$ cat src/rtl/omc_pkg.sv
package omc_pkg;
  localparam int CMD_W = 3;

  typedef enum logic [CMD_W-1:0] {
    CMD_NOP = 3'b000,
    CMD_ACT = 3'b001,
    CMD_RD  = 3'b010,
    CMD_WR  = 3'b011
  } cmd_e;

  typedef enum logic [1:0] {
    ST_IDLE  = 2'd0,
    ST_ROW   = 2'd1,
    ST_CAS   = 2'd2,
    ST_BEATS = 2'd3
  } state_e;
endpackage

$ cat src/rtl/omc_cmd_fmt.sv
module omc_cmd_fmt
  import omc_pkg::*;
#(
  parameter int BANK_W = 3,
  parameter int ROW_W  = 16,
  parameter int COL_W  = 11,
  parameter int AC_W   = 25
) (
  input  cmd_e              cmd,
  input  logic [BANK_W-1:0] bank,
  input  logic [ROW_W-1:0]  row,
  input  logic [COL_W-1:0]  col,
  input  logic              use_col,
  output logic [AC_W-1:0]   word
);
  localparam int ADDR_W = AC_W - CMD_W - BANK_W;

  logic [ADDR_W-1:0] addr;

  always_comb begin
    addr = use_col ? ADDR_W'(col) : ADDR_W'(row);
    if (cmd == CMD_NOP) word = '0;
    else                word = {cmd, bank, addr};
  end

  initial begin
    a_r8_layout_fits : assert (ADDR_W >= ROW_W && ADDR_W >= COL_W);
  end
endmodule

$ cat src/rtl/omc_down_ctr.sv
module omc_down_ctr #(
  parameter int W = 4
) (
  input  logic         clk,
  input  logic         rst_n,
  input  logic         load,
  input  logic [W-1:0] load_val,
  input  logic         dec,
  output logic         zero
);
  logic [W-1:0] cnt_q;

  always_ff @(posedge clk) begin
    if (!rst_n)    cnt_q <= '0;
    else if (load) cnt_q <= load_val;
    else if (dec)  cnt_q <= cnt_q - 1'b1;
  end

  assign zero = (cnt_q == '0);

  a_r4_no_wrap : assert property (@(posedge clk) disable iff (!rst_n)
    (dec && !load) |-> !zero);
endmodule

$ cat src/rtl/omc_seq.sv
module omc_seq
  import omc_pkg::*;
#(
  parameter int BANK_W = 3,
  parameter int ROW_W  = 16,
  parameter int COL_W  = 11,
  parameter int BL_W   = 8,
  parameter int AC_W   = 25,
  parameter int T_RCD  = 10,
  parameter int T_CL   = 10
) (
  input  logic              clk,
  input  logic              rst_n,
  input  logic              pkt_valid,
  output logic              pkt_ready,
  input  logic              pkt_write,
  input  logic [BANK_W-1:0] pkt_bank,
  input  logic [BL_W-1:0]   pkt_burst,
  input  logic [ROW_W-1:0]  pkt_row,
  input  logic [COL_W-1:0]  pkt_col,
  output logic [AC_W-1:0]   ac_bus,
  output logic              beat_rd,
  output logic              beat_we,
  output logic              done
);
  localparam int T_MAX = (T_RCD > T_CL) ? T_RCD : T_CL;
  localparam int CNT_W = $clog2(T_MAX + 1);

  state_e            state_q;
  logic              wr_q;
  logic [BANK_W-1:0] bank_q;
  logic [COL_W-1:0]  col_q;
  logic [BL_W-1:0]   burst_q;
  logic [AC_W-1:0]   ac_q, ac_d;
  logic              done_q;

  logic accept, t_zero, b_zero;
  logic t_load, t_dec, b_load, b_dec;
  logic [CNT_W-1:0] t_val;
  cmd_e             cmd_n;
  logic             col_go, beat_go, last_beat;

  assign accept    = pkt_valid && (state_q == ST_IDLE);
  assign col_go    = (state_q == ST_ROW) && t_zero;
  assign beat_go   = (state_q == ST_CAS) && t_zero;
  assign last_beat = (state_q == ST_BEATS) && b_zero;

  // timing counter: tRCD after accept, tCL after the column command
  assign t_load = accept || col_go;
  assign t_val  = accept ? CNT_W'(T_RCD - 1) : CNT_W'(T_CL - 1);
  assign t_dec  = ((state_q == ST_ROW) || (state_q == ST_CAS)) && !t_zero;

  omc_down_ctr #(.W(CNT_W)) u_tmr (
    .clk(clk), .rst_n(rst_n), .load(t_load), .load_val(t_val),
    .dec(t_dec), .zero(t_zero)
  );

  // beat counter: loaded with burst field, one beat per cycle
  assign b_load = beat_go;
  assign b_dec  = (state_q == ST_BEATS) && !b_zero;

  omc_down_ctr #(.W(BL_W)) u_beats (
    .clk(clk), .rst_n(rst_n), .load(b_load), .load_val(burst_q),
    .dec(b_dec), .zero(b_zero)
  );

  always_comb begin
    cmd_n = CMD_NOP;
    if (accept)      cmd_n = CMD_ACT;
    else if (col_go) cmd_n = wr_q ? CMD_WR : CMD_RD;
  end

  omc_cmd_fmt #(
    .BANK_W(BANK_W), .ROW_W(ROW_W), .COL_W(COL_W), .AC_W(AC_W)
  ) u_fmt (
    .cmd(cmd_n),
    .bank(accept ? pkt_bank : bank_q),
    .row(pkt_row),
    .col(col_q),
    .use_col(!accept),
    .word(ac_d)
  );

  always_ff @(posedge clk) begin
    if (!rst_n) begin
      state_q <= ST_IDLE;
      wr_q    <= 1'b0;
      bank_q  <= '0;
      col_q   <= '0;
      burst_q <= '0;
      ac_q    <= '0;
      done_q  <= 1'b0;
    end else begin
      ac_q   <= ac_d;
      done_q <= last_beat;
      unique case (state_q)
        ST_IDLE: if (accept) begin
          state_q <= ST_ROW;
          wr_q    <= pkt_write;
          bank_q  <= pkt_bank;
          col_q   <= pkt_col;
          burst_q <= pkt_burst;
        end
        ST_ROW:   if (col_go)    state_q <= ST_CAS;
        ST_CAS:   if (beat_go)   state_q <= ST_BEATS;
        ST_BEATS: if (last_beat) state_q <= ST_IDLE;
        default:                 state_q <= ST_IDLE;
      endcase
    end
  end

  assign pkt_ready = (state_q == ST_IDLE);
  assign ac_bus    = ac_q;
  assign beat_rd   = (state_q == ST_BEATS) && !wr_q;
  assign beat_we   = (state_q == ST_BEATS) && wr_q;
  assign done      = done_q;

  // gap trackers for the timing properties
  logic [15:0] since_act, since_col;
  logic [CMD_W-1:0] bus_cmd;
  assign bus_cmd = ac_q[AC_W-1 -: CMD_W];

  always_ff @(posedge clk) begin
    if (!rst_n) begin
      since_act <= '0;
      since_col <= '0;
    end else begin
      since_act <= (bus_cmd == CMD_ACT) ? 16'd1
                 : (since_act == 16'hFFFF ? since_act : since_act + 1'b1);
      since_col <= (bus_cmd == CMD_RD || bus_cmd == CMD_WR) ? 16'd1
                 : (since_col == 16'hFFFF ? since_col : since_col + 1'b1);
    end
  end

  a_r2_act_follows : assert property (@(posedge clk) disable iff (!rst_n)
    (pkt_valid && pkt_ready) |=> (ac_bus[AC_W-1 -: CMD_W] == CMD_ACT));
  a_r3_col_gap : assert property (@(posedge clk) disable iff (!rst_n)
    (bus_cmd == CMD_RD || bus_cmd == CMD_WR) |-> (since_act == 16'(T_RCD)));
  a_r4_cas_gap : assert property (@(posedge clk) disable iff (!rst_n)
    $rose(beat_rd || beat_we) |-> (since_col == 16'(T_CL)));
  a_r5_dir_excl : assert property (@(posedge clk) disable iff (!rst_n)
    !(beat_rd && beat_we));
  a_r6_done_pulse : assert property (@(posedge clk) disable iff (!rst_n)
    done |=> !done);
  a_r6_done_ready : assert property (@(posedge clk) disable iff (!rst_n)
    done |-> (pkt_ready && !beat_rd && !beat_we));
endmodule

$ cat config.mk
export PLATFORM = sky130hd
export DESIGN_NAME = omc_seq
export DESIGN_NICKNAME = d
export VERILOG_FILES = /design/src/rtl/omc_pkg.sv /design/src/rtl/omc_cmd_fmt.sv /design/src/rtl/omc_down_ctr.sv /design/src/rtl/omc_seq.sv
export SDC_FILE = /design/constraint.sdc
export NUM_CORES = 1
export LEC_CHECK = 0
export ABC_AREA = 1
export BUFFER_PORTS_ARGS = -buffer_cell sky130_fd_sc_hd__clkbuf_2
export CORE_ASPECT_RATIO = 0.8
export CORE_UTILIZATION = 40
export CTS_CLUSTER_DIAMETER = 200
export DETAILED_ROUTE_END_ITERATION = 10
export GPL_TIMING_DRIVEN = 0
export HOLD_SLACK_MARGIN = 0.1
export SLEW_MARGIN = 20
export SYNTH_ARGS = -nofsm -noshare
export SYNTH_HDL_FRONTEND = slang
export SYNTH_SLANG_ARGS = --single-unit
$ cat constraint.sdc
create_clock -name clk -period 1.8 [get_ports clk]
set_input_delay 0.36 -clock clk [delete_from_list [all_inputs] [get_ports clk]]
set_output_delay 0.36 -clock clk [all_outputs]
set_load 0.01 [all_outputs]
==> summary.txt, run 1 <==
Cells and area
  – Synthesis-to-finish area growth: 27.1%
  – Filler Cell Count: 613
  – Nets: 466
  – Final design area excluding fillers: 3180 um2
  – # diodes: 0
  – Share of cells above drive strength 1: 26.7%

GRT
  – Pin count of the biggest net entering global routing: 11
  – GR Util met1: 25.0%
  – GRT met2 Usage: 28.4%
  – Grt ovf: 0
  – Most used routing layer: met2
  – Number of global-route vias before repair: 2004
  – Global-route usage over all layers: 18.8%
  – Antenna violations before repair: 0
  – GR Util met3: 7.50%
  – Global-route wire length before repair: 9.54 mm

Critical path
  – Number of cells on the worst reg-to-reg path: 9
  – RR Endpoint: u_tmr.cnt_q[0]
  – CP Max Fanout: 4
  – Critical Path End: beat_rd
  – Worst r2r src: u_tmr.cnt_q[0]
  – Worst reg2reg setup slack: 0.18 ns
  – Critical path startpoint: state_q[1]
  – CP Class: register to output port
  – CP Capture Type: output port
  – CP required: 1.44 ns
  – Arr. time, crit path: 1.33 ns
  – Startpoint types: register

CTS
  – CTS Root Cell: clkbuf_8
  – TritonCTS Buffers: 9
  – CTS tree: yes
  – H-tree Lvls: 3
  – Worst-path clk slew: 0.06 ns
  – Latest clock arrival within the worst-skew pair: 0.33 ns
  – Longest Clk Path Bufs: 2
  – Clock sink count: 59
  – Setup Buffers After CTS: 0

Die
  – # IOs: 71
  – Initial core utilization: 41.8%
  – DIE AREA: 6570 um2
  – Row cnt: 25
  – Core ar.: 5970 um2
  – Die Ht: 72.7 um
  – Die Wd: 90.4 um

STA
  – Fmax: 590 MHz
  – Setup ws final: 0.105 ns
  – Fin crit period: 1.69 ns
  – Worst clock skew: 0.00634 ns
  – Setup tns final: 0 ns
  – Final setup fails: 0
  – Relative slew slack: 65.0%
  – Slew Limit Fails: 0
  – Hold Fails Final Rpt: 0
  – Min Hold Slack: 0.219 ns
  – Least-Margin Pin Slew: 0.525 ns
  – Period utilization: 94.1%
  – RSZ-0062 raised after global routing: false

Detailed routing
  – Post-route DRC: 0
  – WL/cell: 11.6 um
  – Detailed Route Iter0 Violations: 81
  – ANT nets after route: 0
  – Final wirelength: 5.83 mm
  – DR pass1 iterations: 4
  – Avg Vias per Cell: 4.47
  – Via Count: 2240

Logic synthesis
  – Top cells by area, synth: dfxtp_1, nand2_1, a21oi_1
  – Cell variety after synth: 28
  – Mean Syn Cell Area: 7.44 um2
  – Sequential-to-total area share from yosys stat: 47.3%
  – Area leader, netlist: dfxtp_1
  – Synth Cell Area: 2500 um2
  – Syn Inst Count: 336
  – Synth Warn #: 0
  – Register bit count reported by yosys: 59
  – Synth top area share: 47.3%

Power
  – Leak: 1.55 nW
  – PnR Total Power: 4.95 mW
  – Peak VDD IR: 0.756 mV
  – Pwr per Cell Area: 1560 nW/um2

Place
  – Worst slack, placed: -0.0113 ns
  – GP Congestion: 0.813
  – Port Buf Inserts: 65
  – Post-DP HPWL: 4.25 mm
  – Post-place instance area: 2940 um2

Run status
  – Status: finished clean

Job
  – Max-Cap Viols: 0

Hold path
  – Hold WC Path Type: primary input to register
  – Worst Min Path Start: pkt_row[15]
==> stage by stage <==
stage	util, %	std cells
6_report	53.2	501
3_3_place_gp	49.2	485
3_5_place_dp	49.2	485
5_1_grt	53.2	501
2_1_floorplan	-	339
4_1_cts	53.0	501
==> worst max-delay path: stages, from the launching register on <==
cell and delay, ns:
dfxtp_1 0.38, ha_2 0.26, inv_1 0.07, nor2_1 0.13, clkbuf_2 0.16
==> what timing repair did <==
item,CTS,global route
setup endpoints to repair,5,22
hold buffers,0,0
gates resized for setup,2,3
==> cells in the mapped netlist <==
master and instances:
buf_4 5, clkbuf_8 1, nor2_2 2, clkbuf_1 3, nor3_2 1, o21ai_2 1
nor3b_1 1, nor2_4 1, ha_1 9, nand2_1 97, conb_1 1, nand3_2 1
a21oi_1 41, nor3_1 3, nand2_2 4, o21ai_0 9, buf_2 6, inv_1 30
dfxtp_1 59, inv_2 3, buf_6 1, nand3_1 20, or2_2 1, clkinv_1 1
nand2_4 1, nand4_1 2, nor2_1 31, xor2_1 1
==> sequential cells by signal, indices dropped and copies added (netlist names), 2 cells and up <==
register / count
u_beats.cnt_q: 8
burst_q: 8
col_q: 11
state_q: 2
u_tmr.cnt_q: 4
bank_q: 3
ac_bus: 21
==> logic make-up after synthesis <==
family	Yosys count	synth area share (%)
DFF	59	47.3
xor gates and xnor gates	1	0.351
buffers and inverters	50	9.26
other	1	0.150
adders and majority gates	9	4.51
and+or+nand+nor	165	28.1
AOI/OAI and AO/OA	51	10.4
==> worst min-delay path by stage <==
stage	end	slack [ns]	cells past startpoint
2_1_floorplan	burst_q[2]	0.44	2
3_3_place_gp	burst_q[4]	0.45	2
3_5_place_dp	burst_q[6]	0.46	2
4_1_cts	ac_bus[15]	0.20	3
5_1_grt	ac_bus[13]	0.20	3
6_report	ac_bus[15]	0.22	3
==> power by group <==
part           internal, mW  switching [mW]  leakage [nW]
clock network         0.853           0.509         0.113
registers              1.57           0.147         0.482
logic                 0.689            1.18         0.960
==> per-layer routing <==
metal / part of all wire [%] / up-vias / wire length [um]
met4: 1.4 / 0 / 84
li1: - / 1208 / -
met5: 0 / - / 0
met3: 4.6 / 8 / 270
met2: 43 / 46 / 2490
met1: 51 / 978 / 2990
==> area by class of cell <==
cell class                 count  area (um2)  share of cell area (%)
clock inverter                 4        72.6                    2.28
clock buffer                  12         155                    4.88
sequential                    59        1180                    37.2
inverter                      34         129                    4.06
multi-input combinational    230        1110                    34.9
buffer                        16         105                    3.31
timing repair buffer          65         325                    10.2
tap                           81         101                    3.19
==> placed cells by master, fill, tap and decap left out, types with 8 or more instances in the layout <==
cell type / Yosys / final
nand2_1: 97 / 96
a21oi_1: 41 / 41
nor2_1: 31 / 31
inv_1: 30 / 30
ha_1: 9 / 8
nand3_1: 20 / 20
clkbuf_2: 0 / 66
clkbuf_8: 1 / 12
o21ai_0: 9 / 9
dfxtp_1: 59 / 59
(Power assumes the default switching activity.)
==> run 2, diff against run 1 <==
RECOVER_POWER = 25   (was default)
==> summary.txt, run 2 (same netlist as run 1, synthesis figures left out) <==
Critical path
  – CP Capture Type: output port (unchanged)
  – CP Max Fanout: 4 (unchanged)
  – Startpoint types: register (unchanged)
  – CP required: 1.44 ns (about the same)
  – CP Class: register to output port (unchanged)
  – Arr. time, crit path: 1.33 ns (about the same)

GRT
  – Antenna violations before repair: 0 (unchanged)
  – Number of global-route vias before repair: 2004 (unchanged)
  – Pin count of the biggest net entering global routing: 11 (unchanged)
  – Global-route usage over all layers: 18.8% (unchanged)
  – Grt ovf: 0 (unchanged)
  – Global-route wire length before repair: 9.54 mm (unchanged)

Place
  – Worst slack, placed: -0.0113 ns (unchanged)
  – Placed cells: 485 (unchanged)
  – GP Congestion: 0.813 (unchanged)
  – Post-DP HPWL: 4.25 mm (unchanged)
  – Port Buf Inserts: 65 (unchanged)

Cells and area
  – Most common cell after layout, fill and taps aside: nand2_1 (unchanged)
  – # diodes: 0 (unchanged)
  – FF+latch area: 1180 um2 (unchanged)
  – Finished Core Util: 52.8% (was 53.2%)
  – Nets: 466 (unchanged)
  – Area of the multi-input gates: 1110 um2 (unchanged)
  – Synthesis-to-finish area growth: 26.1% (was 27.1%)
  – Finished Layout Cells: 501 (unchanged)
  – Most frequent cells in the layout: nand2_1, dfxtp_1, clkbuf_2, a21oi_1, nor2_1 (was nand2_1, clkbuf_2, dfxtp_1, a21oi_1, nor2_1)
  – Filler Cell Count: 623 (was 613)
  – Max reg flops: 21 (unchanged)
  – Share of cells above drive strength 1: 21.9% (was 26.7%)

STA
  – Relative slew slack: 65.1% (was 65.0%)
  – Final setup fails: 0 (unchanged)
  – Slew Limit Fails: 0 (unchanged)
  – Setup tns final: 0 ns (unchanged)
  – Setup ws final: 0.107 ns (was 0.105 ns)
  – Period utilization: 94.1% (about the same)
  – Worst clock skew: 0.00630 ns (was 0.00634 ns)
  – Hold Fails Final Rpt: 0 (unchanged)
  – Fmax: 591 MHz (was 590 MHz)
  – Fin crit period: 1.69 ns (about the same)
  – Least-Margin Pin Slew: 0.523 ns (was 0.525 ns)
  – RSZ-0062 raised after global routing: false (unchanged)

Detailed routing
  – DR pass1 iterations: 4 (unchanged)
  – Post-route DRC: 0 (unchanged)
  – WL/cell: 11.7 um (was 11.6 um)
  – ANT nets after route: 0 (unchanged)
  – Avg Vias per Cell: 4.50 (was 4.47)
  – Final wirelength: 5.85 mm (was 5.83 mm)
  – Detailed Route Iter0 Violations: 77 (was 81)
  – Via Count: 2255 (was 2240)

CTS
  – Worst-path clk slew: 0.07 ns (was 0.06 ns)
  – Longest Clk Path Bufs: 2 (unchanged)
  – Latest clock arrival within the worst-skew pair: 0.33 ns (about the same)
  – Setup Buffers After CTS: 0 (unchanged)
  – Cts hold-fix bufs: 0 (unchanged)
  – TritonCTS Buffers: 9 (unchanged)
  – H-tree Lvls: 3 (unchanged)
  – CTS Root Cell: clkbuf_8 (unchanged)
  – CTS tree: yes (unchanged)
  – Clock sink count: 59 (unchanged)

Hold path
  – Hold WC Path Type: primary input to register (unchanged)

Die
  – # IOs: 71 (unchanged)
  – Row cnt: 25 (unchanged)
  – Initial core utilization: 41.8% (unchanged)
  – Die Ht: 72.7 um (unchanged)
  – Die Wd: 90.4 um (unchanged)
  – Core ar.: 5970 um2 (unchanged)
  – DIE AREA: 6570 um2 (unchanged)

Power
  – Peak VDD IR: 0.750 mV (was 0.756 mV)
  – PnR Total Power: 4.93 mW (was 4.95 mW)
  – Leak: 1.49 nW (was 1.55 nW)
  – Pwr per Cell Area: 1570 nW/um2 (was 1560 nW/um2)

Run status
  – Status: finished clean (unchanged)

Job
  – Max-Cap Viols: 0 (unchanged)
run 2: cell count changes in the layout (fill, tap and decap cells not counted):
cell | previous run | this run
clkbuf_1 | 3 | 23
clkbuf_2 | 66 | 46
run 2: report_power, final:
part | total [mW] | internal [mW] | switching (mW)
Combinational | 1.85 | 0.673 | 1.18
Sequential | 1.72 | 1.57 | 0.146
Clock | 1.36 | 0.853 | 0.508
Total | 4.93 | 3.10 | 1.84
run 2: repair_timing:
item,4_1_cts,5_1_grt
endpoints found under the hold margin,0,0
resized for setup,2,3
endpoints found under the setup margin,5,22
run 2: metrics by stage:
stage          instance area (um2)  hold slack [ns]
6_report                      3150            0.219
5_1_grt                       3150            0.198
4_1_cts                       3170            0.202
3_5_place_dp                  2940            0.459
3_3_place_gp                  2940            0.454
2_1_floorplan                 2510            0.442
run 2: final cells by class:
cell class                 count  share of cell area, %
sequential                    59                   37.5
multi-input combinational    230                   35.1
timing repair buffer          65                   9.53
clock buffer                  12                   4.92
inverter                      34                   4.09
buffer                        16                   3.33
tap                           81                   3.22
clock inverter                 4                   2.30
run 2: worst paths after layout:
| path | startpoint | end | slack, ns | depth (start not counted) |
|---|---|---|---|---|
| worst max-delay path | state_q[1] | beat_rd | 0.11 | 4 |
| worst min-delay path | pkt_row[11] | ac_bus[11] | 0.22 | 3 |
| worst max register to register | u_tmr.cnt_q[0] | u_tmr.cnt_q[0] | 0.18 | 9 |
| worst min register to register | burst_q[0] | burst_q[0] | 0.47 | 2 |
run 2: metal layers:
metal / routed length [um] / GRT usage, % / share of wire, %
met1: 2960 / 25.0 / 51
met2: 2490 / 28.4 / 43
met3: 321 / 7.50 / 5.5
met4: 84 / 5.38 / 1.4
met5: 0 / 0 / 0
run 2: critical path, cell delays in order, from the launching register on:
cell      delay (ns)
dfxtp_1         0.38
ha_2            0.26
inv_1           0.07
nor2_1          0.13
clkbuf_2        0.16
==> run 3, diff against run 2 <==
SYNTH_HIERARCHICAL = 1   (was default)
==> summary.txt, run 3 <==
Power
  – Pwr per Cell Area: 1440 nW/um2 (was 1570 nW/um2)
  – Int Power: 3.37 mW (was 3.10 mW)
  – Leak: 2.08 nW (was 1.49 nW)
  – Clock power share: 24.2% (was 27.6%)
  – Seq pwr share: 34.7% (was 34.8%)
  – Peak VDD IR: 0.592 mV (was 0.750 mV)
  – Comb power frac: 41.0% (was 37.6%)
  – Psw: 1.99 mW (was 1.84 mW)
  – Sw frac: 37.2% (about the same)

Logic synthesis
  – Register bit count reported by yosys: 63 (was 59)
  – Xor/xnor share of the synthesized area: 0.595% (was 0.351%)
  – Sequential-to-total area share from yosys stat: 42.8% (was 47.3%)
  – Combinational family with the most area after synthesis: simple AND/OR/NAND/NOR gates (unchanged)
  – Syn Inst Count: 429 (was 336)
  – Area leader, netlist: dfxtp_1 (unchanged)
  – Simple-gate share of the synthesized area: 28.6% (was 28.1%)
  – Synth top area share: 42.8% (was 47.3%)
  – Multiplexer area fraction after synthesis: 0% (unchanged)
  – Synth top cells by count: nand2_1, inv_1, nor2_1, dfxtp_1, o21ai_0 (was nand2_1, dfxtp_1, a21oi_1, nor2_1, inv_1)
  – Top-count cell post-synth: nand2_1 (unchanged)
  – EDFF count, synth: 0 (unchanged)
  – Synth Cell Area: 2940 um2 (was 2500 um2)
  – Adder-cell share of the synthesized area: 2.97% (was 4.51%)
  – Top cells by area, synth: dfxtp_1, nand2_1, inv_1 (was dfxtp_1, nand2_1, a21oi_1)
  – Synth Warn #: 6 (was 0)
  – Synth Area in Compound Gates: 10.2% (was 10.4%)
  – Cell variety after synth: 31 (was 28)
  – Asr flop ratio synth: 0% (unchanged)
  – Mean Syn Cell Area: 6.86 um2 (was 7.44 um2)
  – Ys flop type: dfxtp_1 (unchanged)

Die
  – Row cnt: 27 (was 25)
  – Initial core utilization: 42.1% (was 41.8%)
  – Die Wd: 97.9 um (was 90.4 um)
  – Core ar.: 6990 um2 (was 5970 um2)
  – # IOs: 71 (unchanged)
  – Die Ht: 78.7 um (was 72.7 um)
  – DIE AREA: 7710 um2 (was 6570 um2)

Hold path
  – Hold WC Path Type: primary input to register (unchanged)

GRT
  – Global-route usage over all layers: 17.7% (was 18.8%)
  – Pin count of the biggest net entering global routing: 13 (was 11)
  – Antenna violations before repair: 0 (unchanged)
  – Grt ovf: 0 (unchanged)
  – Number of global-route vias before repair: 2405 (was 2004)
  – Global-route wire length before repair: 10.7 mm (was 9.54 mm)

Detailed routing
  – Post-route DRC: 4 (was 0)
  – WL/cell: 10.8 um (was 11.7 um)
  – ANT nets after route: 0 (unchanged)
  – Final wirelength: 6.61 mm (was 5.85 mm)
  – Via Count: 2654 (was 2255)
  – Avg Vias per Cell: 4.32 (was 4.50)
  – DR pass1 iterations: 7 (was 4)
  – Detailed Route Iter0 Violations: 114 (was 77)

Cells and area
  – Synthesis-to-finish area growth: 26.2% (was 26.1%)
  – Share of cells above drive strength 1: 22.4% (was 21.9%)
  – Most common cell after layout, fill and taps aside: nand2_1 (unchanged)
  – Filler Cell Count: 728 (was 623)
  – # diodes: 0 (unchanged)
  – Most frequent cells in the layout: nand2_1, inv_1, nor2_1, dfxtp_1, clkbuf_2 (was nand2_1, dfxtp_1, clkbuf_2, a21oi_1, nor2_1)
  – Nets: 571 (was 466)
  – Max reg flops: 25 (was 21)

Critical path
  – Crit-path cells: inv_1, ha_2, nor3b_4, buf_4, nand2_1, inv_2, buf_6, nor2_4, a22oi_1, a21oi_2 (was ha_2, inv_1, nor2_1, clkbuf_2)
  – Arr. time, crit path: 1.93 ns (was 1.33 ns)
  – CP required: 2.02 ns (was 1.44 ns)
  – Critical path's top delay family: buffers and inverters (was flip-flops)
  – Crit path max-delay cell type: dfxtp_1 (unchanged)
  – Max stage delay on crit path: 0.33 ns (was 0.38 ns)
  – Buf/Inv on CP: 4 (was 2)
  – CP Capture Type: register (was output port)
  – CP Max Fanout: 10 (was 4)
  – CP Class: register to register (was register to output port)
  – Startpoint types: register (unchanged)

STA
  – Hold Fails Final Rpt: 0 (unchanged)
  – Fin crit period: 1.70 ns (was 1.69 ns)
  – Min Hold Slack: 0.282 ns (was 0.219 ns)
  – Final setup fails: 0 (unchanged)
  – Period utilization: 94.6% (was 94.1%)
  – Slew Limit Fails: 0 (unchanged)
  – Fmax: 587 MHz (was 591 MHz)
  – Worst clock skew: 0.00616 ns (was 0.00630 ns)
  – Setup tns final: 0 ns (unchanged)

Run status
  – Status: finished with violations (was finished clean)
  – Failing checks: DRC

CTS
  – TritonCTS Buffers: 9 (unchanged)
  – H-tree Lvls: 3 (unchanged)
  – Worst-path clk slew: 0.07 ns (about the same)
  – Clock sink count: 63 (was 59)
  – CTS Root Cell: clkbuf_8 (unchanged)
  – Latest clock arrival within the worst-skew pair: 0.33 ns (about the same)
  – Longest Clk Path Bufs: 2 (unchanged)
  – CTS tree: yes (unchanged)

Place
  – GP Congestion: 0.835 (was 0.813)
  – Port Buf Inserts: 70 (was 65)
  – Post-DP HPWL: 4.74 mm (was 4.25 mm)

Job
  – Max-Cap Viols: 0 (unchanged)
[run 3: cell count changes after synthesis, moves of 7 or more]
cell / delta
o21ai_0: +16
nor2_1: +33
inv_1: +42
o21ai_1: +10
a21oi_1: -31
nand3_1: -7
[run 3: power by group through the flow]
stage	Sequential, mW	Clock [mW]	Combinational, mW
after floorplan	1.89	0	1.49
after global placement	1.88	0	1.95
after detailed placement	1.88	0	1.97
after CTS	1.86	1.34	2.03
after global routing	1.90	1.38	2.51
final	1.86	1.30	2.20
[run 3: cell families (layout without fill, tap and decap cells)]
| family | count (synthesis) | in the layout |
|---|---|---|
| AOI/OAI and AO/OA | 55 | 55 |
| xor gates and xnor gates | 2 | 2 |
| adders and majority gates | 7 | 7 |
| buffers and inverters | 99 | 191 |
| DFF | 63 | 63 |
| other | 3 | 9 |
| and+or+nand+nor | 200 | 200 |
[run 3: repair_timing]
item	4_1_cts	5_1_grt
cloned	0	1
endpoints found under the setup margin	26	24
hold endpoints to repair	0	0
pin swaps	1	3
setup buffers	1	4
hold buffers	0	0
resized for setup	7	15
[run 3: worst reg2reg max path, stage by stage, from the launching register on]
cell	delay, ns
dfxtp_1	0.33
inv_1	0.08
ha_2	0.19
nor3b_4	0.24
buf_4	0.16
nand2_1	0.06
inv_2	0.07
buf_6	0.14
nor2_4	0.06
a22oi_1	0.19
a21oi_2	0.08
[run 3: routing by layer]
metal / vias to the layer above / routed length (um) / track usage [%]
li1: 1456 / - / -
met1: 1135 / 3260 / 22.1
met2: 54 / 2890 / 28.5
met3: 9 / 371 / 6.07
met4: 0 / 86 / 6.06
met5: - / 0 / 0
[run 3: path summary, 6_finish.rpt]
path | from | endpoint | slack [ns] | cells past startpoint
worst max-delay path | u_tmr/cnt_q[0] | u_beats/cnt_q[6] | 0.1 | 10
worst min-delay path | pkt_col[8] | col_q[8] | 0.28 | 3
worst max register to register | u_tmr/cnt_q[0] | u_beats/cnt_q[6] | 0.1 | 10
worst min register to register | col_q[6] | col_q[6] | 0.48 | 2
[run 3: per-stage QoR]
| stage | instance area (um2) | utilization (%) | worst slack (ns) | total power, mW | cells |
|---|---|---|---|---|---|
| after floorplan | 2970 | - | 0.0174 | 3.38 | 435 |
| after global placement | 3430 | 49.0 | -0.279 | 3.83 | 592 |
| after detailed placement | 3430 | 49.0 | -0.303 | 3.85 | 592 |
| after CTS | 3660 | 52.4 | 0.0112 | 5.24 | 609 |
| after global routing | 3710 | 53.1 | -0.0237 | 5.80 | 614 |
| final | 3710 | 53.1 | 0.0965 | 5.36 | 614 |
[run 3: layout make-up]
type | instances | area (um2) | share of cell area [%]
timing repair buffer | 76 | 370 | 9.97
inverter | 80 | 303 | 8.15
buffer | 19 | 130 | 3.50
clock buffer | 12 | 135 | 3.64
multi-input combinational | 273 | 1340 | 35.9
sequential | 63 | 1260 | 34.0
tap | 87 | 109 | 2.93
clock inverter | 4 | 70.1 | 1.89
